<file path="src/rtl/ttw_pkg.sv">
package ttw_pkg;
  localparam int TTW_AW     = 32;
  localparam int TTW_TAG_W  = 8;
  localparam int TTW_REG_W  = 32;
  localparam int BASE_LSB   = 24;
  localparam int MASK_LSB   = 16;
  localparam int EN_BIT     = 15;
  localparam int PRIV_LSB   = 13;
  localparam int CM_LSB     = 5;
  localparam int WP_BIT     = 2;

  typedef enum logic [1:0] {
    CM_WTHRU   = 2'b00,
    CM_COPYBK  = 2'b01,
    CM_SERIAL  = 2'b10,
    CM_NOCACHE = 2'b11
  } cmode_e;

  typedef struct packed {
    logic   wp;
    cmode_e cmode;
  } win_attr_t;

  typedef struct packed {
    logic [TTW_TAG_W-1:0] base;
    logic [TTW_TAG_W-1:0] mask;
    logic                 en;
    logic [1:0]           priv;
    win_attr_t            attr;
  } win_cfg_t;
endpackage

</file>
<file path="src/rtl/ttw_reg_bank.sv">
module ttw_reg_bank
  import ttw_pkg::*;
#(
  parameter int NUM_WIN = 4,
  localparam int IDX_W  = $clog2(NUM_WIN)
) (
  input  logic                 clk_i,
  input  logic                 rst_ni,
  input  logic                 wr_en_i,
  input  logic [IDX_W-1:0]     wr_idx_i,
  input  logic [TTW_REG_W-1:0] wr_data_i,
  output logic [TTW_REG_W-1:0] regs_o [NUM_WIN]
);
  logic [TTW_REG_W-1:0] regs_q [NUM_WIN];

  for (genvar g = 0; g < NUM_WIN; g++) begin : g_reg
    always_ff @(posedge clk_i or negedge rst_ni) begin
      if (!rst_ni)                                  regs_q[g] <= '0;
      else if (wr_en_i && wr_idx_i == IDX_W'(g))    regs_q[g] <= wr_data_i;
    end
    assign regs_o[g] = regs_q[g];
  end

  AST_WRITE_LANDS: assert property (@(posedge clk_i) disable iff (!rst_ni)
    wr_en_i |=> regs_q[$past(wr_idx_i)] == $past(wr_data_i));
endmodule

</file>
<file path="src/rtl/ttw_window_match.sv">
module ttw_window_match
  import ttw_pkg::*;
(
  input  logic                 clk_i,
  input  logic                 rst_ni,
  input  logic [TTW_REG_W-1:0] reg_i,
  input  logic [TTW_TAG_W-1:0] tag_i,
  input  logic                 super_i,
  output logic                 match_o,
  output win_attr_t            attr_o
);
  win_cfg_t cfg;
  logic     addr_ok, priv_ok;
  logic     unused_bits;

  assign cfg.base       = reg_i[BASE_LSB +: TTW_TAG_W];
  assign cfg.mask       = reg_i[MASK_LSB +: TTW_TAG_W];
  assign cfg.en         = reg_i[EN_BIT];
  assign cfg.priv       = reg_i[PRIV_LSB +: 2];
  assign cfg.attr.wp    = reg_i[WP_BIT];
  assign cfg.attr.cmode = cmode_e'(reg_i[CM_LSB +: 2]);
  assign unused_bits    = ^{reg_i[12:7], reg_i[4:3], reg_i[1:0]};

  // masked bits compare as equal
  assign addr_ok = ((tag_i ^ cfg.base) & ~cfg.mask) == '0;
  // priv[1] set: both levels; else priv[0] must equal the level
  assign priv_ok = cfg.priv[1] | (cfg.priv[0] == super_i);
  assign match_o = cfg.en & addr_ok & priv_ok;
  assign attr_o  = cfg.attr;

  AST_DISABLED_NO_MATCH: assert property (@(posedge clk_i) disable iff (!rst_ni)
    !reg_i[EN_BIT] |-> !match_o);
  AST_USER_ONLY_WINDOW: assert property (@(posedge clk_i) disable iff (!rst_ni)
    (reg_i[PRIV_LSB +: 2] == 2'b00 && super_i) |-> !match_o);
endmodule

</file>
<file path="src/rtl/ttw_pair_select.sv">
module ttw_pair_select
  import ttw_pkg::*;
#(
  parameter int WIN_PER_KIND = 2,
  localparam int NUM_WIN     = 2 * WIN_PER_KIND
) (
  input  logic [NUM_WIN-1:0] match_i,
  input  win_attr_t          attr_i [NUM_WIN],
  input  logic               code_i,
  output logic               any_o,
  output win_attr_t          attr_o
);
  logic [WIN_PER_KIND-1:0] grp_match;
  win_attr_t               grp_attr [WIN_PER_KIND];

  for (genvar g = 0; g < WIN_PER_KIND; g++) begin : g_grp
    assign grp_match[g] = code_i ? match_i[WIN_PER_KIND + g] : match_i[g];
    assign grp_attr[g]  = code_i ? attr_i[WIN_PER_KIND + g]  : attr_i[g];
  end

  // lowest index in the pair wins
  always_comb begin
    any_o  = 1'b0;
    attr_o = '0;
    for (int i = WIN_PER_KIND - 1; i >= 0; i--) begin
      if (grp_match[i]) begin
        any_o  = 1'b1;
        attr_o = grp_attr[i];
      end
    end
  end
endmodule

</file>
<file path="src/rtl/ttw_matcher.sv">
module ttw_matcher
  import ttw_pkg::*;
#(
  parameter int WIN_PER_KIND = 2,
  localparam int NUM_WIN     = 2 * WIN_PER_KIND,
  localparam int IDX_W       = $clog2(NUM_WIN)
) (
  input  logic             clk_i,
  input  logic             rst_ni,
  input  logic             wr_en_i,
  input  logic [IDX_W-1:0] wr_idx_i,
  input  logic [31:0]      wr_data_i,
  input  logic [31:0]      addr_i,
  input  logic             code_i,
  input  logic             super_i,
  input  logic             store_i,
  output logic             hit_o,
  output logic             fault_o,
  output logic             wp_o,
  output logic [1:0]       cmode_o
);
  logic [TTW_REG_W-1:0] regs [NUM_WIN];
  logic [NUM_WIN-1:0]   match;
  win_attr_t            attr [NUM_WIN];
  logic                 any;
  win_attr_t            win_attr;
  logic [TTW_TAG_W-1:0] tag;

  assign tag = addr_i[TTW_AW-1 -: TTW_TAG_W];

  ttw_reg_bank #(.NUM_WIN(NUM_WIN)) u_bank (
    .clk_i     (clk_i),
    .rst_ni    (rst_ni),
    .wr_en_i   (wr_en_i),
    .wr_idx_i  (wr_idx_i),
    .wr_data_i (wr_data_i),
    .regs_o    (regs)
  );

  for (genvar g = 0; g < NUM_WIN; g++) begin : g_win
    ttw_window_match u_match (
      .clk_i   (clk_i),
      .rst_ni  (rst_ni),
      .reg_i   (regs[g]),
      .tag_i   (tag),
      .super_i (super_i),
      .match_o (match[g]),
      .attr_o  (attr[g])
    );
  end

  ttw_pair_select #(.WIN_PER_KIND(WIN_PER_KIND)) u_sel (
    .match_i (match),
    .attr_i  (attr),
    .code_i  (code_i),
    .any_o   (any),
    .attr_o  (win_attr)
  );

  assign fault_o = any & store_i & win_attr.wp;
  assign hit_o   = any & ~(store_i & win_attr.wp);
  assign wp_o    = win_attr.wp;
  assign cmode_o = win_attr.cmode;

  AST_HIT_FAULT_EXCL: assert property (@(posedge clk_i) disable iff (!rst_ni)
    !(hit_o && fault_o));
  AST_MISS_ATTR_ZERO: assert property (@(posedge clk_i) disable iff (!rst_ni)
    (!hit_o && !fault_o) |-> (!wp_o && cmode_o == 2'b00));
  AST_FAULT_NEEDS_STORE: assert property (@(posedge clk_i) disable iff (!rst_ni)
    fault_o |-> (store_i && wp_o));
endmodule

</file>
<file path="config.mk">
export PLATFORM = sky130hd
export DESIGN_NAME = ttw_matcher
export DESIGN_NICKNAME = d
export VERILOG_FILES = /design/src/rtl/ttw_pkg.sv /design/src/rtl/ttw_reg_bank.sv /design/src/rtl/ttw_window_match.sv /design/src/rtl/ttw_pair_select.sv /design/src/rtl/ttw_matcher.sv
export SDC_FILE = /design/constraint.sdc
export NUM_CORES = 1
export LEC_CHECK = 0
export ABC_AREA = 1
export BUFFER_PORTS_ARGS = -buffer_cell sky130_fd_sc_hd__buf_2
export CORE_MARGIN = 2
export CORE_UTILIZATION = 30
export DETAILED_ROUTE_END_ITERATION = 16
export SLEW_MARGIN = 10
export SYNTH_ARGS = -nofsm -noshare
export SYNTH_HDL_FRONTEND = slang
export SYNTH_SLANG_ARGS = --single-unit
</file>
<file path="constraint.sdc">
create_clock -name clk_i -period 1.1 [get_ports clk_i]
set_input_delay 0.055 -clock clk_i [delete_from_list [all_inputs] [get_ports clk_i]]
set_output_delay 0.055 -clock clk_i [all_outputs]
set_load 0.01 [all_outputs]
</file>
==> results.tsv <==
stage	metric	value	unit
outcome	status	complete, but fails checks	
outcome	failing checks	setup timing	
critical_path	crit-path cells	or2_0, nand2_1, nand2_1, nor2_1, nand3_1, nand2_4, nor2_2, nand2_2, nand2_2, a21oi_2, buf_2	
final_layout	max reg flops	88	
floorplan	io pins	77	
clock_tree	H-tree Lvls	3	
global_routing	grt total ovfl	0	
routing	initial drt markers	277	
routing	drc violations	0	
final_layout	ANT cells	0	
global_routing	largest net degree at the start of global routing	49	
routing	met3 WL	444	µm
power	Max rail drop VDD	690.4	µV
sta	final setup vio count	5	
yosys	share of the synthesized area in the top cell type	54.51	%
sta	Worst Slack Setup Final	-0.7552	ns
power	P_sw	0.002287	W
critical_path	slowest CP cell	dfrtp_1	
yosys	leading area contributor after synthesis	dfrtp_1	
routing	final wirelength	9280	µm
sta	Rel. slew slack	81.47	%
min_path	Hold Path Depth	3	
clock_tree	insertion delay to the later sink of the worst-skew pair	0.33	ns
routing	vias per inst	4.496	
clock_tree	CTS Sinks	88	
global_routing	total track usage	13.98	%
floorplan	Die Height	120.0	µm
final_layout	fillcell total	1334	
critical_path	Crit. End Element	output port	
power	Pint	0.006514	W
clock_tree	CTS tree	done	
critical_path	R2R Path End	u_bank.regs_o[84]	
critical_path	CP Class	flop to output port	
critical_path	worst path bufs/invs	1	
power	Leakage	2.507	nW
clock_tree	Clock Tree Buf Depth	2	
sta	RSZ-0062 raised after global routing	true	
sta	Final Hold Slack	0.03246	ns
routing	DR top layer	met4	
floorplan	core area	13190	µm²
power	combinational power share	15.4	%
routing	met1 WL	4586	µm
sta	Peak Freq	0.5390	GHz
floorplan	die width	120.0	µm
sta	Worst Clk Skew	0	ns
min_path	WHS Endpoint	u_bank.regs_o[70]	
sta	fin. max-slew vios	0	
power	Power per Cell Area	1794	nW/µm²
yosys	Synth Warn #	0	
yosys	Syn Inst Count	505	
power	switching share of total power	25.98	%
sta	final hold vios	0	
yosys	Seq/Total Area, Yosys	54.51	%
critical_path	reg2reg path depth	3	
place	final RePlAce weighted congestion	0.7962	
yosys	Post-Syn Nets	577	
yosys	synth top area cells	dfrtp_1 (55%), nand2_1 (15%), o21ai_0 (12%), inv_1 (5.4%), nor2_1 (2.8%)	
global_routing	first-pass GRT wire length	16050	µm
critical_path	CP max stage delay	0.38	ns
min_path	Hold Startpoint	wr_data_i[6]	
floorplan	die area	14410	µm²
place	Detailed Place HPWL	6406	µm
run	Max Cap Viol	0	
critical_path	Setup crit start	u_bank.regs_o[56]	
power	Seq pwr share	46.2	%
global_routing	vias in the first global route	3304	
routing	met2 WL post-DR	4093	µm
yosys	Syn Area/Cell	8.000	µm²
power	clock power share	38.4	%
clock_tree	CTS buffer count	9	
routing	Routed WL per cell	12.75	µm
yosys	number of unique standard cell types used by synthesis	17	
final_layout	area grow syn2layout	21.40	%
clock_tree	root buf cell	clkbuf_16	
critical_path	CP startpoint kind	flop	
final_layout	Layout Nets	621	
clock_tree	# Post-CTS Setup Buffers	0	
critical_path	reg2reg start	u_bank.regs_o[84]	
critical_path	Top delay family on crit path	simple AND/OR/NAND/NOR gates	
critical_path	Worst Path Max Fanout	4	
critical_path	WP data required	1.04	ns
floorplan	Rows	42	
place	I/O Buffers	42	
clock_tree	Clock transition at path regs	0.06	ns
yosys	synthesized cell area	4040	µm²
floorplan	Starting Density	30.63	%
routing	first-pass iteration count of the detailed router	4	
sta	final period utilization	168.7	%
yosys	synthesis-stage register bit count	88	
routing	detailed-route via count	3273	
global_routing	antenna violations before repair	0	
min_path	type of the most critical hold path	input port to flop	
power	Power, Total	0.008801	W
sta	fin crit period	1.855	ns
final_layout	share of cells above drive strength 1	14.49	%
critical_path	r2r setup slk	0.36	ns
sta	Worst Max-Slew Pin Slew	0.2779	ns
critical_path	Critical Path AT	1.80	ns
routing	post-route ant nets	0	
-- layer usage --
| metal | vias to the layer above | global-route usage [%] |
|---|---|---|
| met4 | 0 | 6.324 |
| met1 | 1516 | 19.33 |
| met2 | 63 | 21.34 |
| met3 | 11 | 2.519 |
| li1 | 1683 | - |
| met5 | - | 0 |
-- tightest hold or removal path, delay by kind of cell --
family / cells / cell delay [ns]
AOI/OAI and AO/OA: 1 / 0.14
buffers and inverters: 2 / 0.12
-- Yosys cell counts, drive strengths merged --
cell,count
nand2,161
o21ai,100
dfrtp,88
inv,58
nor2,30
nand3,21
clkbuf,16
a21oi,8
nand3b,6
xnor2,6
buf,4
mux2i,3
or2,3
a21boi,1
-- through the flow --
| stage | setup slack [ns] | std cells | util [%] | area, µm² | TNS, ns |
|---|---|---|---|---|---|
| detailed placement | -0.4938 | 713 | 34.42 | 4541 | -2.266 |
| floorplan | -0.2097 | 505 | - | 4050 | -0.6518 |
| global placement | -0.4652 | 713 | 34.42 | 4541 | -2.165 |
| global route | -0.8992 | 728 | 37.18 | 4905 | -4.178 |
| finish | -0.7552 | 728 | 37.18 | 4905 | -3.597 |
| CTS | -0.7752 | 728 | 37.03 | 4885 | -3.723 |
-- area by class of cell --
cell class | count | area, µm² | share of cell area [%]
Inverter | 58 | 217.7 | 4.439
Clock buffer | 10 | 229.0 | 4.668
Sequential cell | 88 | 2202 | 44.90
Multi-Input combinational cell | 339 | 1568 | 31.96
Tap cell | 176 | 220.2 | 4.490
Clock inverter | 4 | 95.09 | 1.939
Timing Repair Buffer | 53 | 372.9 | 7.602
-- placed cells by master, fill, tap and decap left out --
master and instances:
a21boi_1 1, a21oi_1 7, a21oi_2 1, buf_12 6, buf_2 41, buf_4 5, bufinv_16 3, clkbuf_1 1
clkbuf_16 9, clkinv_2 1, dfrtp_1 88, dlygate4sd3_1 1, inv_1 57, inv_2 1, mux2i_1 3, nand2_1 155
nand2_2 5, nand2_4 1, nand3_1 20, nand3_2 1, nand3b_1 6, nor2_1 26, nor2_2 3, nor2_4 1
o21ai_0 96, o21ai_1 2, o21ai_2 2, or2_0 3, xnor2_1 6
-- worst max-delay path by stage --
stage | to | slack, ns | cells after the start
floorplan | hit_o | -0.21 | 10
detailed placement | cmode_o[1] | -0.49 | 10
global route | hit_o | -0.90 | 11
CTS | hit_o | -0.78 | 11
finish | hit_o | -0.76 | 11
global placement | hit_o | -0.47 | 9
-- cell families (layout without fill, tap and decap cells) --
group                     Yosys count  count (layout)  synth area share, %
DFF                                88              88                54.51
muxes                               3               3               0.7433
AOI/OAI and AO/OA                 109             109                13.66
and+or+nand+nor                   221             221                22.11
xor gates and xnor gates            6               6                1.301
buffers and inverters              78             125                7.680
-- power by group through the flow --
stage	clock (W)	combinational [W]	sequential, W
floorplan	0	0.000902	0.00404
global placement	0	0.00130	0.00409
detailed placement	0	0.00134	0.00412
CTS	0.00344	0.00136	0.00407
global route	0.00358	0.00160	0.00414
finish	0.00338	0.00135	0.00407
-- what timing repair did --
action,CTS,global route
setup endpoints to repair,5,5
pin swaps,2,5
resized for setup,6,6
hold endpoints to repair,88,0
hold buffers,1,0
Power figures use the tool's default switching activity.
